**config.mk**
```make
export PLATFORM = sky130hd
export DESIGN_NAME = tick_irq_gen
export DESIGN_NICKNAME = d
export VERILOG_FILES = /design/src/rtl/tick_irq_pkg.sv /design/src/rtl/tick_ivl_div.sv /design/src/rtl/tick_pulse_flag.sv /design/src/rtl/tick_irq_merge.sv /design/src/rtl/tick_irq_gen.sv
export SDC_FILE = /design/constraint.sdc
export NUM_CORES = 1
export LEC_CHECK = 0
export BUFFER_PORTS_ARGS = -buffer_cell sky130_fd_sc_hd__buf_2
export CORE_MARGIN = 5
export CORE_UTILIZATION = 45
export CTS_BUF_LIST = sky130_fd_sc_hd__clkbuf_8
export CTS_CLUSTER_DIAMETER = 30
export DETAILED_ROUTE_END_ITERATION = 12
export PLACE_DENSITY_LB_ADDON = 0.3
export SYNTH_ARGS = -nofsm -noshare
export SYNTH_HDL_FRONTEND = slang
export SYNTH_SLANG_ARGS = --single-unit
```
**constraint.sdc**
```tcl
create_clock -name clk -period 1.5 [get_ports clk]
set_input_delay 0.3 -clock clk [delete_from_list [all_inputs] [get_ports clk]]
set_output_delay 0.3 -clock clk [all_outputs]
set_load 0.01 [all_outputs]
```
**src/rtl/tick_irq_pkg.sv**
```systemverilog
package tick_irq_pkg;

    localparam int NUM_IVL = 4;

    typedef enum logic [1:0] {
        IVL_FAST  = 2'd0,
        IVL_TENTH = 2'd1,
        IVL_SEC   = 2'd2,
        IVL_MIN   = 2'd3
    } ivl_e;

    typedef struct packed {
        logic       en;
        logic [3:0] sel;
        logic       standby;
    } pulse_ctl_t;

    function automatic int max4(input int a, input int b, input int c, input int d);
        int m;
        m = a;
        if (b > m) m = b;
        if (c > m) m = c;
        if (d > m) m = d;
        return m;
    endfunction

    function automatic logic sel_ok(input logic [3:0] s);
        return (s != 4'd0) && ((s & (s - 4'd1)) == 4'd0);
    endfunction

    function automatic ivl_e sel_code(input logic [3:0] s);
        ivl_e r;
        r = IVL_FAST;
        if (s[1]) r = IVL_TENTH;
        if (s[2]) r = IVL_SEC;
        if (s[3]) r = IVL_MIN;
        return r;
    endfunction

endpackage

```
**src/rtl/tick_ivl_div.sv**
```systemverilog
module tick_ivl_div
    import tick_irq_pkg::*;
#(
    parameter int DIV0 = 1,
    parameter int DIV1 = 10,
    parameter int DIV2 = 100,
    parameter int DIV3 = 6000
) (
    input  logic       clk,
    input  logic       rst,
    input  logic       tick,
    input  pulse_ctl_t ctl,
    output logic       fire
);
    localparam int DMAX = max4(DIV0, DIV1, DIV2, DIV3);
    localparam int CW   = (DMAX > 1) ? $clog2(DMAX) : 1;
    localparam int DIV_TAB [NUM_IVL] = '{DIV0, DIV1, DIV2, DIV3};

    logic [CW-1:0] lim_tab [NUM_IVL];
    logic [CW-1:0] cnt;
    logic [CW-1:0] lim;
    logic [3:0]    sel_q;
    logic          active;
    logic          restart;
    logic          at_end;

    for (genvar g = 0; g < NUM_IVL; g++) begin : g_lim
        assign lim_tab[g] = CW'(DIV_TAB[g] - 1);
    end

    assign active  = ctl.en && sel_ok(ctl.sel) && !ctl.standby;
    assign restart = !active || (ctl.sel != sel_q);
    assign lim     = lim_tab[sel_code(ctl.sel)];
    assign at_end  = (cnt == lim);
    assign fire    = tick && !restart && at_end;

    always_ff @(posedge clk) begin
        if (rst) begin
            sel_q <= '0;
            cnt   <= '0;
        end else begin
            sel_q <= ctl.sel;
            if (restart)
                cnt <= '0;
            else if (tick)
                cnt <= at_end ? '0 : cnt + 1'b1;
        end
    end

    // the running count never passes the selected limit
    p_cnt_in_range_r2: assert property (@(posedge clk) disable iff (rst)
        !restart |-> (cnt <= lim));

    // a restart leaves the count at zero
    p_restart_zero_r10: assert property (@(posedge clk) disable iff (rst)
        restart |=> (cnt == '0));

    // no event in the cycle after an invalid selection
    p_bad_sel_quiet_r3: assert property (@(posedge clk) disable iff (rst)
        !sel_ok(ctl.sel) |=> (cnt == '0));

endmodule

```
**src/rtl/tick_pulse_flag.sv**
```systemverilog
module tick_pulse_flag (
    input  logic clk,
    input  logic rst,
    input  logic set,
    input  logic clr,
    output logic flag
);
    always_ff @(posedge clk) begin
        if (rst)
            flag <= 1'b0;
        else if (set)
            flag <= 1'b1;
        else if (clr)
            flag <= 1'b0;
    end

    // a pulse event always leaves the flag set, even against a clear
    p_set_wins_r5: assert property (@(posedge clk) disable iff (rst)
        set |=> flag);

    // a clear with no event drops the flag
    p_clear_r5: assert property (@(posedge clk) disable iff (rst)
        (clr && !set) |=> !flag);

    // without set or clear the flag holds its value
    p_sticky_r5: assert property (@(posedge clk) disable iff (rst)
        (!clr && !set) |=> $stable(flag));

endmodule

```
**src/rtl/tick_irq_merge.sv**
```systemverilog
module tick_irq_merge #(
    parameter int                 N_EXT     = 2,
    parameter logic [N_EXT-1:0]   STBY_KEEP = 1
) (
    input  logic             clk,
    input  logic             rst,
    input  logic             pulse_flag,
    input  logic             pulse_mask,
    input  logic             standby,
    input  logic [N_EXT-1:0] ext_flags,
    input  logic [N_EXT-1:0] ext_masks,
    output logic             irq_n
);
    localparam int NSRC = N_EXT + 1;

    logic [N_EXT-1:0] ext_gate;
    logic [NSRC-1:0]  live;

    assign ext_gate = standby ? STBY_KEEP : {N_EXT{1'b1}};
    assign live     = {ext_flags & ext_masks & ext_gate,
                       pulse_flag & pulse_mask & !standby};
    assign irq_n    = ~(|live);

    // in standby only the standby-capable sources may assert the request
    p_stby_quiet_r8: assert property (@(posedge clk) disable iff (rst)
        (standby && ((ext_flags & ext_masks & STBY_KEEP) == '0)) |-> irq_n);

    // an unmasked pulse flag outside standby asserts the request
    p_pulse_drives_r6: assert property (@(posedge clk) disable iff (rst)
        (pulse_flag && pulse_mask && !standby) |-> !irq_n);

    // any unmasked external flag outside standby asserts the request
    p_ext_drives_r7: assert property (@(posedge clk) disable iff (rst)
        (!standby && ((ext_flags & ext_masks) != '0)) |-> !irq_n);

endmodule

```
**src/rtl/tick_irq_gen.sv**
```systemverilog
module tick_irq_gen
    import tick_irq_pkg::*;
#(
    parameter int               DIV_FAST  = 1,
    parameter int               DIV_TENTH = 10,
    parameter int               DIV_SEC   = 100,
    parameter int               DIV_MIN   = 6000,
    parameter int               N_EXT     = 2,
    parameter logic [N_EXT-1:0] STBY_KEEP = 1
) (
    input  logic             clk,
    input  logic             rst,
    input  logic             tick_100hz,
    input  logic             pulse_en,
    input  logic [3:0]       ivl_sel,
    input  logic             pulse_mask,
    input  logic             flag_clr,
    input  logic             standby,
    input  logic [N_EXT-1:0] ext_flags,
    input  logic [N_EXT-1:0] ext_masks,
    output logic             pulse_flag,
    output logic             irq_n
);
    pulse_ctl_t ctl;
    logic       fire;

    assign ctl = '{en: pulse_en, sel: ivl_sel, standby: standby};

    tick_ivl_div #(
        .DIV0(DIV_FAST), .DIV1(DIV_TENTH), .DIV2(DIV_SEC), .DIV3(DIV_MIN)
    ) u_div (
        .clk (clk),
        .rst (rst),
        .tick(tick_100hz),
        .ctl (ctl),
        .fire(fire)
    );

    tick_pulse_flag u_flag (
        .clk (clk),
        .rst (rst),
        .set (fire),
        .clr (flag_clr),
        .flag(pulse_flag)
    );

    tick_irq_merge #(
        .N_EXT(N_EXT), .STBY_KEEP(STBY_KEEP)
    ) u_merge (
        .clk       (clk),
        .rst       (rst),
        .pulse_flag(pulse_flag),
        .pulse_mask(pulse_mask),
        .standby   (standby),
        .ext_flags (ext_flags),
        .ext_masks (ext_masks),
        .irq_n     (irq_n)
    );

    // the pulse flag never rises out of a standby cycle
    p_no_rise_in_stby_r8: assert property (@(posedge clk) disable iff (rst)
        standby |=> !$rose(pulse_flag));

    // with the generator disabled the flag cannot rise
    p_no_rise_disabled_r4: assert property (@(posedge clk) disable iff (rst)
        !pulse_en |=> !$rose(pulse_flag));

endmodule

```
==> metrics.txt <==
status=finished clean; Post-CTS Hold Buffers=0; Die Ht=between 50 and 60 microns; CP Capture Type=register; clk_skew=roughly 2.1 ps; initial core utilization=0.467; CP Launch Type=register; CTS buffer count=3; DRC viols=0; layout cells sized above 1=0.421; CTS H-tree lvls=1; most common cell after layout, fill and taps aside=buf_4; post-synthesis sequential area ratio=0.349; global-route wire length before repair=4110 microns; Setup-failing EPs final=0; Critical Path AT=1630 ps; Root Driver=clkbuf_8; Die Area=3360 sq um; FF+latch area=around 370 sq um; TritonCTS sink count=18; Crit-path slowest cell=or3_1; Yosys warning count=0; worst skew pair latency=250 ps; number of global-route vias before repair=915; routed vias/inst=approximately 5.4; largest net degree at the start of global routing=11; commonest register cell after synthesis=dfxtp_1; standby leakage power=about 0.00049 uW; Largest stage delay, worst path=370 ps; syn_nets=approximately 130; GR Util All Layers=0.155; Post-Syn Area=between 1000 and 1500 sq um; crit path cell chain=or3_1 -> o31a_1 -> a2111o_1 -> o21ai_1; Fillers=about 200; Final min period=around 1400 ps; Avg Cell Area, Syn=between 9 and 10 sq um; DR WL/cell=~14 microns; Post-Synthesis Cells=around 110; Antenna Violating Nets Remaining=0; Routed WL=2450 microns; Rows=17; crit path max fanout=2; CORE AREA=approximately 2200 sq um; CP bufs+invs=0; worst relative slew slack=0.794; first drt pass iteration count=4; ANT cells=0; hpwl dp=around 1900 microns; Final WS setup=~54 ps; clk slew on worst S/H paths=about 70 ps; asr flop ratio synth=0; RSZ-0062 raised after global routing=true; peak supply drop=approximately 0.56 mV; pre-CTS setup slack=-102 ps; port buffer count=16; total gr overflow=0; fin nets=169; most frequent cells in the layout=25 x buf_4, 16 x buf_2, 16 x dfxtp_1; clock buffer depth=2; final hold viol count=0; Worst EP required=~1700 ps; multi-input logic area=between 600 and 700 sq um; fmax=between 600 and 700 MHz; Hold Crit Class=in -> reg; initial antenna violation count=0; initial DRC count=16; Synth cell types=35; Layout area overhead=34.9%; CP top delay family=compound AO/OA/AOI/OAI gates; total negative slack=0 ps; slew of the pin with the lowest slew margin=between 300 and 400 ps; fin crit share=0.964; number of flops mapped to enable cells by yosys=0; Die Wd=57.9 microns; detailed-route via count=around 1000; max_cap viols=0; synthesized flop and latch total=18; hold_ws=a little over 300 ps; pwr dens=~700 nW/um^2; routability cong.=around 0.80; CTS tree=built; crit path kind=reg -> reg; Top-Level Pins=17; Final Max Tran Viols=0
area by class of cell:
type                       instances  area share
inverter                           4      0.0108
tap                               28      0.0251
timing repair buffer              41       0.192
sequential                        18       0.262
clock buffer                       4      0.0395
multi-input combinational         85       0.470
metrics by stage:
| stage | util | power (uW) | cell area [sq um] | cells |
|---|---|---|---|---|
| 2_1_floorplan | - | 544 | 1040 | 113 |
| 3_3_place_gp | 0.582 | 592 | 1290 | 175 |
| 3_5_place_dp | 0.582 | 596 | 1290 | 175 |
| 4_1_cts | 0.618 | 988 | 1370 | 179 |
| 5_1_grt | 0.630 | 1030 | 1390 | 180 |
| 6_report | 0.630 | 982 | 1390 | 180 |
registers in the layout, summed over array words and instances (netlist names):
name / flops
u_flag.flag: 1
u_div.sel_q: 4
u_div.cnt: 13
worst paths after layout:
| kind | start | endpoint | slack, ps | cells after the start |
|---|---|---|---|---|
| setup reg to reg | u_div.cnt[5] | u_flag.flag | 50 | 4 |
| hold reg to reg | u_flag.flag | u_flag.flag | 480 | 2 |
| hold / removal | flag_clr | u_flag.flag | 310 | 4 |
| setup / recovery | u_div.cnt[5] | u_flag.flag | 50 | 4 |
worst register-to-register path: cells and delay by family (launching register included):
kind / cells / cell delay [ps]
AO/OA/AOI/OAI: 3 / 700
flip-flops: 1 / 320
AND/OR/NAND/NOR: 1 / 370
power by group:
part | internal, uW | switching, uW
Clock | 233 | 166
Combinational | 48.5 | 48.9
Sequential | 482 | 3.58
Total | 763 | 219
cells by family (layout without fill, tap and decap cells):
group / after synthesis / count (layout) / share of synthesized area
fa+ha+maj: 1 / 1 / 0.0121
simple gates: 42 / 42 / 0.216
flops: 18 / 18 / 0.349
mux: 1 / 1 / 0.00969
xor+xnor: 12 / 12 / 0.102
buf+inv: 10 / 49 / 0.0545
compound gates: 29 / 29 / 0.258
Yosys cell counts (2+ instances only):
cell type / number / area (sq um)
nor4_1: 4 / 25.0
buf_4: 2 / 15.0
a211oi_2: 10 / 125
o21ai_0: 3 / 15.0
dfxtp_1: 18 / 360
nand4_1: 3 / 18.8
nand2_1: 7 / 26.3
nor2b_1: 5 / 31.3
xnor2_1: 9 / 78.8
o2111ai_1: 2 / 17.5
buf_2: 3 / 15.0
inv_1: 4 / 15.0
a21oi_1: 2 / 10.0
xor2_1: 3 / 26.3
nor3_1: 3 / 15.0
nand3_1: 3 / 15.0
nor2_1: 10 / 37.5
o21ai_1: 2 / 10.0
a211oi_1: 4 / 30.0
repair_timing:
action / CTS / global route
resized for setup: 6 / 3
cloned: 0 / 0
pin swaps: 3 / 3
setup buffers: 0 / 1
endpoints found under the setup margin: 1 / 6
layer usage:
metal / wire length [microns] / global-route usage / vias up
met5: 0 / 0 / -
met3: 62 / 0.0356 / 4
li1: - / - / 495
met1: 1130 / 0.204 / 462
met4: 30 / 0.0397 / 0
met2: 1230 / 0.255 / 13
Note: power is estimated with default switching activity, not from simulation.
